### src/rtl/wg_barrier_pkg.sv
package wg_barrier_pkg;

    typedef enum logic {
        GATH_IDLE = 1'b0,
        GATH_OPEN = 1'b1
    } gath_state_e;

    typedef enum logic {
        DRN_HOLD  = 1'b0,
        DRN_BURST = 1'b1
    } drn_state_e;

endpackage

### src/rtl/wg_slot_ring.sv
module wg_slot_ring #(
    parameter int DATA_W = 16,
    parameter int DEPTH  = 8,
    localparam int PTR_W = (DEPTH > 1) ? $clog2(DEPTH) : 1,
    localparam int CNT_W = $clog2(DEPTH + 1)
) (
    input  logic              clk,
    input  logic              rst,
    input  logic              push,
    input  logic              pop,
    input  logic [DATA_W-1:0] wdata,
    output logic [DATA_W-1:0] rdata,
    output logic              full,
    output logic [CNT_W-1:0]  occ
);

    logic [DATA_W-1:0] slots [DEPTH];
    logic [PTR_W-1:0]  wr_ptr, rd_ptr;

    function automatic logic [PTR_W-1:0] advance(input logic [PTR_W-1:0] p);
        return (p == PTR_W'(DEPTH - 1)) ? '0 : p + PTR_W'(1);
    endfunction

    always_ff @(posedge clk) begin
        if (push) slots[wr_ptr] <= wdata;
    end

    always_ff @(posedge clk) begin
        if (rst) begin
            wr_ptr <= '0;
            rd_ptr <= '0;
            occ    <= '0;
        end else begin
            if (push) wr_ptr <= advance(wr_ptr);
            if (pop)  rd_ptr <= advance(rd_ptr);
            unique case ({push, pop})
                2'b10:   occ <= occ + CNT_W'(1);
                2'b01:   occ <= occ - CNT_W'(1);
                default: occ <= occ;
            endcase
        end
    end

    assign rdata = slots[rd_ptr];
    assign full  = (occ == CNT_W'(DEPTH));


    no_overflow_chk: assert property (@(posedge clk) disable iff (rst)
        full |-> !push);


    no_underflow_chk: assert property (@(posedge clk) disable iff (rst)
        pop |-> (occ != '0));

endmodule

### src/rtl/wg_gather_fsm.sv
module wg_gather_fsm
    import wg_barrier_pkg::*;
#(
    parameter int WG_W  = 4,
    parameter int CNT_W = 4
) (
    input  logic             clk,
    input  logic             rst,
    input  logic             accept,
    input  logic [WG_W-1:0]  in_wg,
    input  logic [CNT_W-1:0] grp_size,
    output logic             grp_done,
    output logic             grp_err
);

    gath_state_e      state_q, state_d;
    logic [CNT_W-1:0] cnt_q, cnt_d;
    logic [WG_W-1:0]  wg_q, wg_d;
    logic             err_d, foreign;

    always_ff @(posedge clk) begin
        if (rst) begin
            state_q <= GATH_IDLE;
            cnt_q   <= '0;
            wg_q    <= '0;
            grp_err <= 1'b0;
        end else begin
            state_q <= state_d;
            cnt_q   <= cnt_d;
            wg_q    <= wg_d;
            grp_err <= err_d;
        end
    end

    always_comb begin
        state_d  = state_q;
        cnt_d    = cnt_q;
        wg_d     = wg_q;
        grp_done = 1'b0;
        foreign  = 1'b0;
        unique case (state_q)
            GATH_IDLE: begin
                if (accept) begin
                    wg_d = in_wg;
                    if (grp_size == CNT_W'(1)) begin
                        grp_done = 1'b1;
                    end else begin
                        cnt_d   = CNT_W'(1);
                        state_d = GATH_OPEN;
                    end
                end
            end
            GATH_OPEN: begin
                if (accept) begin
                    foreign = (in_wg != wg_q);
                    if (cnt_q + CNT_W'(1) == grp_size) begin
                        grp_done = 1'b1;
                        cnt_d    = '0;
                        state_d  = GATH_IDLE;
                    end else begin
                        cnt_d = cnt_q + CNT_W'(1);
                    end
                end
            end
            default: state_d = GATH_IDLE;
        endcase
        err_d = grp_err | foreign;
    end


    err_sticky_chk: assert property (@(posedge clk) disable iff (rst)
        grp_err |=> grp_err);


    open_count_chk: assert property (@(posedge clk) disable iff (rst)
        (state_q == GATH_OPEN) |-> (cnt_q != '0) && (cnt_q < grp_size));

endmodule

### src/rtl/wg_drain_fsm.sv
module wg_drain_fsm
    import wg_barrier_pkg::*;
#(
    parameter int CNT_W = 4
) (
    input  logic             clk,
    input  logic             rst,
    input  logic             grp_done,
    input  logic [CNT_W-1:0] grp_size,
    input  logic             out_ready,
    output logic             out_valid,
    output logic             pop
);

    drn_state_e       state_q, state_d;
    logic [CNT_W-1:0] rel_q, rel_d;

    always_ff @(posedge clk) begin
        if (rst) begin
            state_q <= DRN_HOLD;
            rel_q   <= '0;
        end else begin
            state_q <= state_d;
            rel_q   <= rel_d;
        end
    end

    always_comb begin
        out_valid = (state_q == DRN_BURST);
        pop       = out_valid && out_ready;
        rel_d     = rel_q + (grp_done ? grp_size : '0) - (pop ? CNT_W'(1) : '0);
        state_d   = state_q;
        unique case (state_q)
            DRN_HOLD:  if (grp_done)        state_d = DRN_BURST;
            DRN_BURST: if (rel_d == '0)     state_d = DRN_HOLD;
            default:                        state_d = DRN_HOLD;
        endcase
    end


    hold_valid_chk: assert property (@(posedge clk) disable iff (rst)
        (out_valid && !out_ready) |=> out_valid);


    burst_count_chk: assert property (@(posedge clk) disable iff (rst)
        (state_q == DRN_BURST) |-> (rel_q != '0));

endmodule

### src/rtl/wg_barrier_queue.sv
module wg_barrier_queue #(
    parameter int DATA_W = 16,
    parameter int WG_W   = 4,
    parameter int DEPTH  = 8,
    localparam int CNT_W = $clog2(DEPTH + 1)
) (
    input  logic              clk,
    input  logic              rst,
    input  logic [CNT_W-1:0]  cfg_group_size,
    input  logic              in_valid,
    output logic              in_ready,
    input  logic [DATA_W-1:0] in_data,
    input  logic [WG_W-1:0]   in_wg,
    output logic              out_valid,
    input  logic              out_ready,
    output logic [DATA_W-1:0] out_data,
    output logic              grp_err
);

    logic             accept, pop, full, grp_done;
    logic [CNT_W-1:0] occ;

    assign in_ready = !full;
    assign accept   = in_valid && in_ready;

    wg_slot_ring #(.DATA_W(DATA_W), .DEPTH(DEPTH)) u_ring (
        .clk   (clk),
        .rst   (rst),
        .push  (accept),
        .pop   (pop),
        .wdata (in_data),
        .rdata (out_data),
        .full  (full),
        .occ   (occ)
    );

    wg_gather_fsm #(.WG_W(WG_W), .CNT_W(CNT_W)) u_gather (
        .clk      (clk),
        .rst      (rst),
        .accept   (accept),
        .in_wg    (in_wg),
        .grp_size (cfg_group_size),
        .grp_done (grp_done),
        .grp_err  (grp_err)
    );

    wg_drain_fsm #(.CNT_W(CNT_W)) u_drain (
        .clk       (clk),
        .rst       (rst),
        .grp_done  (grp_done),
        .grp_size  (cfg_group_size),
        .out_ready (out_ready),
        .out_valid (out_valid),
        .pop       (pop)
    );


    release_backed_chk: assert property (@(posedge clk) disable iff (rst)
        out_valid |-> (occ != '0));


    hold_data_chk: assert property (@(posedge clk) disable iff (rst)
        (out_valid && !out_ready) |=> $stable(out_data));


    ready_return_chk: assert property (@(posedge clk) disable iff (rst)
        (full && pop) |=> in_ready);

endmodule

### config.mk
export PLATFORM = sky130hd
export DESIGN_NAME = wg_barrier_queue
export DESIGN_NICKNAME = d
export VERILOG_FILES = /design/src/rtl/wg_barrier_pkg.sv /design/src/rtl/wg_slot_ring.sv /design/src/rtl/wg_gather_fsm.sv /design/src/rtl/wg_drain_fsm.sv /design/src/rtl/wg_barrier_queue.sv
export SDC_FILE = /design/constraint.sdc
export NUM_CORES = 1
export LEC_CHECK = 0
export ABC_AREA = 1
export CAP_MARGIN = 25
export CORE_ASPECT_RATIO = 0.7
export CORE_MARGIN = 3
export CORE_UTILIZATION = 45
export DETAILED_ROUTE_END_ITERATION = 6
export MAX_ROUTING_LAYER = met4
export SYNTH_ARGS = -nofsm -noshare
export SYNTH_HDL_FRONTEND = slang
export SYNTH_SLANG_ARGS = --single-unit
### constraint.sdc
create_clock -name clk -period 7.6 [get_ports clk]
set_input_delay 1.52 -clock clk [delete_from_list [all_inputs] [get_ports clk]]
set_output_delay 1.52 -clock clk [all_outputs]
set_load 0.01 [all_outputs]
### Word level (Yosys, flattened, before mapping)

Memory sizes are Yosys's and may differ from the RTL's. A register that Yosys moved wholly into a read port is not among the register bits.
Cells that the tools add are included.

| word-level totals | value |
|---|---|
| bits in writable memories | 128 |
| input port bits | 28 |
| bits in registers | 25 |
| bits in read-only memories | 0 |
| memories | 1 |
| output and inout bits | 19 |
| word-level logic and storage cells | 67 |
| bits in latches | 0 |

| operators by class | value |
|---|---|
| shifts and indexed selects | 0 |
| $mul | 0 |
| $add $sub $neg | 7 |
| bitwise operators | 3 |
| muxes and demuxes | 29 |
| reduce and logical (&&, ||, !) cells | 7 |
| $lt $le $gt $ge | 0 |
| div/mod/pow operators | 0 |
| equal/unequal tests | 11 |

Memory list:

| memory | words | bits a word | read ports | clocked after memory_dff | wr ports | RTL line | RTL |
|---|---|---|---|---|---|---|---|
| u_ring.slots | 8 | 16 | 1 | 1 | 1 | wg_slot_ring.sv:17 | `logic [DATA_W-1:0] slots [DEPTH];` |

Operators with widths:

| kind | number |
|---|---|
| two-way mux 4 bit | 5 |
| one-hot mux 4 bit (2 select lines) | 2 |
| two-way mux 1 bit | 15 |
| two-way mux 3 bit | 4 |
| adder 4 x 1 -> 4 bit, second input constant | 2 |
| adder 3 x 1 -> 3 bit, second input constant | 2 |
| == test 3 bit, second input constant | 2 |
| inequality test 2 bit, second input constant | 3 |
| one-hot mux 1 bit (2 select lines) | 3 |
| adder 4 bit | 1 |
| == test 4 x 1 -> 1 bit, second input constant | 1 |
| == test 4 bit | 1 |
| == test 4 bit, second input constant | 1 |
| logical NOT 4 bit | 1 |
| inequality test 4 bit | 1 |
| subtractor 4 x 1 -> 4 bit, second input constant | 1 |
| subtractor 4 bit | 1 |
| AND reduction 3 bit | 1 |
| == test 2 x 1 -> 1 bit, second input constant | 1 |
| == test 2 bit, second input constant | 1 |
| logical AND 1 bit | 2 |
| NOT 1 bit | 2 |
| AND reduction 2 bit | 1 |
| nonzero test 2 bit | 1 |
| 2 further kinds | 2 |

### Longest topological paths before layout

| logic depth | value |
|---|---|
| depth in word-level cells | 11 |
| depth in mapped cells | 19 |
| depth with buffers taken out | 19 |

### Hierarchy

Synthesis repeated with hierarchy kept, for this count alone.

| second synthesis, totals | value |
|---|---|
| cells, all modules | 599 |
| area total of the unflattened synthesis | 6652.6 µm² |

Modules (own cells, without submodules):

| module | area each (µm²) | sequential area each (µm²) | instances | cells an instance |
|---|---|---|---|---|
| wg_slot_ring | 5681.7 | 4103.9 | 1 | 450 |
| wg_gather_fsm | 573.0 | 200.2 | 1 | 88 |
| wg_drain_fsm | 384.1 | 100.1 | 1 | 58 |
| wg_barrier_queue | 13.8 | 0.0 | 1 | 3 |

### Least setup slack after synthesis

Ideal clock, no wire load.

| path | value |
|---|---|
| kind | input to register |
| start point | in cfg_group_size[0] |
| end point | reg u_drain.state_q (netlist: u_drain.out_valid) |
| data arrival time | 3.333 ns |
| path buffers | 0 |
| setup slack | 4.146 ns |
| setup time | 0.122 ns |
| stages on the path | 14 |
| cell sequence | inv_1 > nor4_1 > nand2_1 > nand2_4 > nand2_1 > ha_1 > inv_1 > ha_1 > a21oi_1 > nand2_1 > xor2_1 > nand3_1 > nand2_2 > a21oi_2 |

| on the way | value |
|---|---|
| longest elaborated chain between the ends | 10 |
| elaborated cells between the ends (all ways) | 14 |

RTL lines:

| what | RTL line | RTL |
|---|---|---|
| start, declared | wg_barrier_queue.sv:9 | `input logic [CNT_W-1:0] cfg_group_size,` |
| == test 4 bit or == test 4 x 1 -> 1 bit (tied branches) | wg_gather_fsm.sv:56, wg_gather_fsm.sv:45 |  |
| two-way mux 1 bit (on tied branches) | wg_gather_fsm.sv:56, wg_gather_fsm.sv:45 |  |
| two-way mux 1 bit (on tied branches) | wg_gather_fsm.sv:54, wg_gather_fsm.sv:43 |  |
| one-hot mux 1 bit (2 select lines) | wg_gather_fsm.sv:41 | `unique case (state_q)` |
| two-way mux 4 bit | wg_drain_fsm.sv:31 | `rel_d = rel_q + (grp_done ? grp_size : '0) - (pop ? CNT_W'(1) : '0);` |
| adder 4 bit | wg_drain_fsm.sv:31 |  |
| subtractor 4 bit | wg_drain_fsm.sv:31 |  |
| logical NOT 4 bit | wg_drain_fsm.sv:35 | `DRN_BURST: if (rel_d == '0) state_d = DRN_HOLD;` |
| two-way mux 1 bit | wg_drain_fsm.sv:35 |  |
| one-hot mux 1 bit (2 select lines) * | wg_drain_fsm.sv:33 | `unique case (state_q)` |
| end signal, assigned | wg_drain_fsm.sv:23 | `state_q <= state_d;` |
| end, declared | wg_drain_fsm.sv:15 | `drn_state_e state_q, state_d;` |

Every way passes the cells marked *; elsewhere a longest branch is shown, timed or not.
A chain may end at the register's enable or synchronous reset.

==> flow_summary.yaml <==
cts:
  cts.sinks: 156
  cts_tree: "done"
  cts_root_buffer: "clkbuf_16"
  htree_levels: 4
  clock_latency_ns: 0.42
  post_cts_resized: 0
  cts_buffers: 17
  post_cts_buffers: 0
  clkTransAtPathRegs_ns: 0.06
  cts_buffer_depth: 2
  holdBufCountCts: 0
logic_synthesis:
  ys_warn_count: 0
  synth.avg_cell_area_um2: 11.4
  synth_edf_count: 128
  syn-num-nets: 617
  syn_area_um2: 6500
  synth_cell_types: 36
  ys.flop_type: "edfxtp_1"
  synth_seq_cells: 156
  synthArstFlopShare_pct: 0
  synthCells: 573
  yosysSeqAreaShare_pct: 67.7
placement:
  pre_cts_ws_ns: 3.37
  placed_cells: 797
  routabilityCongestion: 0.838
  portBuffers: 46
  post-dp-hpwl_um: 8100
global_routing:
  grt_pass1_wl_um: 22300
  grt_pass1_vias: 4199
  use_met2_pct: 26.1
  met1_usage_pct: 27.7
  gr-total-overflow: 0
  grt_util_met3_pct: 4.39
  grt_antenna_before_repair: 0
  grtUsageTotal_pct: 18.9
  top_usage_layer: "met1"
  grt_max_degree: 66
setup_path:
  crit_path_end_kind: "output port"
  r2r_slack_ns: 4.85
  crit_type: "reg2out"
  cp.required_ns: 6.08
  cp-start-kind: "flop"
  crit_path_cell_trace: "buf_4, inv_2, o21ai_0, o22ai_1, nor2_1, a31oi_1, clkdlybuf4s50_1"
  slowest_stage: "inv_2"
  worstPathMaxFanout: 65
  worstPathBufferInverterCount: 3
  path_delay_family: "buffers and inverters"
  slowest_delay_ns: 0.83
  cp_data_arrival_time_ns: 3.17
route:
  first_pass_iters: 5
  via_per_inst: 5.24
  post_drt_wl_per_cell_um: 16.8
  drt_iter0_drc: 356
  ant_nets: 0
  drc_errors: 0
  dr_total_vias: 4327
  drt-total-wl_um: 13900
finish:
  syn2layout_area_growth_pct: 19.2
  num-nets-final: 670
  drive_gt1_share_pct: 8.33
  diodes: 0
  final_cell_mix: "nor2_1, edfxtp_1, o21ai_0, clkdlybuf4s50_1, inv_1"
  fillCellCount: 1190
  final_common_cell: "nor2_1"
  final_cell_count_no_fill: 826
floorplanning:
  core.rowCount: 36
  core_um2: 14000
  start_util_pct: 46.4
  die_area_um2: 16000
  ios: 47
  fp.dieH_um: 107
  fp.dieW_um: 150
timing:
  fin_crit_sh_pct: 61.7
  fin_ws_ns: 2.91
  setup_viol: 0
  tightest_slew_ns: 1.01
  skew_ns: 0.00820
  max-slew-margin-rel_pct: 32.3
  rsz0062_at_grt: "no"
  fmax_mhz: 213
  hold_viol: 0
  slew_viol_final: 0
  layout_min_cycle_time_ns: 4.69
  fin_setup_tns_ns: 0
run_status:
  status: "finished, final reports clean"
pwr:
  p_total_mw: 1.90
  p_leak_nw: 2.77
  p_per_area_nw_per_um2: 245
  vdd.ir_drop.worst_uv: 139
job:
  maxCapViolCount: 0
worst_hold_path:
  hp-class: "reg2reg"
[power by group]
part           total (mW)  internal [mW]  leakage (nW)  switching, mW
sequential          0.966          0.955          1.39         0.0114
clock               0.780          0.474         0.263          0.306
combinational       0.156         0.0654          1.11         0.0903
[metrics by stage]
step	instance area, µm²	util (%)	hold slack, ns
after global placement	7190	51.3	0.450
final	7750	55.3	0.469
after floorplan	6500	-	0.451
after global routing	7750	55.3	0.522
after detailed placement	7220	51.5	0.464
after CTS	7750	55.3	0.478
[cells in the mapped netlist (2+ instances only)]
cell      number  share of area, %
dfxtp_1       28               8.6
clkbuf_1      16              0.92
ha_1          14               2.7
nor2_4         2              0.35
a21oi_1       13               1.0
edfxtp_1     128                59
xor2_1         2              0.27
nand2_1       24               1.4
nand2_2        5              0.48
o21ai_1        3              0.23
nand3_1       11              0.85
o22ai_1       16               1.5
o21ai_0       75               5.8
nand4_1        5              0.48
nor2_1       147               8.5
buf_2          6              0.46
inv_1         37               2.1
nand2_4        2              0.35
xnor2_1        6              0.81
a31oi_1       16               1.5
fa_1           2              0.62
[registers in the layout, summed over array words and instances (netlist names), named ones only]
register,cells
u_gather.state_q,1
u_gather.wg_q,4
u_gather.cnt_q,4
u_gather.grp_err,1
u_ring.rd_ptr,3
u_ring.wr_ptr,3
u_ring.slots,128
u_drain.rel_q,4
u_drain.out_valid,1
u_ring.occ,4
[worst register-to-register path, stage by stage, from the launching register on]
cell	delay [ns]
dfxtp_1	0.44
ha_1	0.30
nor2_1	0.10
o21ai_1	0.11
nor2_4	0.15
nand3_4	0.11
nand2_4	0.09
nand2_1	0.06
ha_1	0.27
inv_1	0.04
ha_1	0.33
a21oi_1	0.13
nand2_1	0.07
xor2_1	0.17
nand3_1	0.11
nand2_2	0.09
nor2_1	0.04
[worst paths after layout]
check,from,to,cells past startpoint
hold / removal,u_gather.grp_err$_SDFF_PP0_,u_gather.grp_err$_SDFF_PP0_,2
setup / recovery,flop,out_data[2],7
hold reg to reg,u_gather.grp_err$_SDFF_PP0_,u_gather.grp_err$_SDFF_PP0_,2
setup reg to reg,u_gather.cnt_q[0]$_SDFFE_PP0P_,u_drain.rel_q[3]$_SDFF_PP0_,16
[layer usage]
metal,vias up,wire length [µm]
li1,2122,-
met1,2091,7040
met2,95,5970
met3,19,663
met4,0,190
met5,-,0
[cell type report]
cell class                 count  area [µm²]  share of cell area [%]
sequential                   156        4410                    56.8
multi-input combinational    355        1860                    24.0
timing repair buffer          58         571                    7.36
clock buffer                  20         437                    5.63
tap                          190         238                    3.07
inverter                      38         143                    1.84
clock inverter                 9         100                    1.29
[kinds of logic after synthesis]
logic type / synth area share [%]
flip-flops: 67.7
AND/OR/NAND/NOR: 13.4
XOR/XNOR: 1.08
buffers and inverters: 3.71
AO/OA/AOI/OAI: 10.8
adder cells (fa/ha/maj): 3.31
Note: power is estimated with default switching activity, not from simulation.
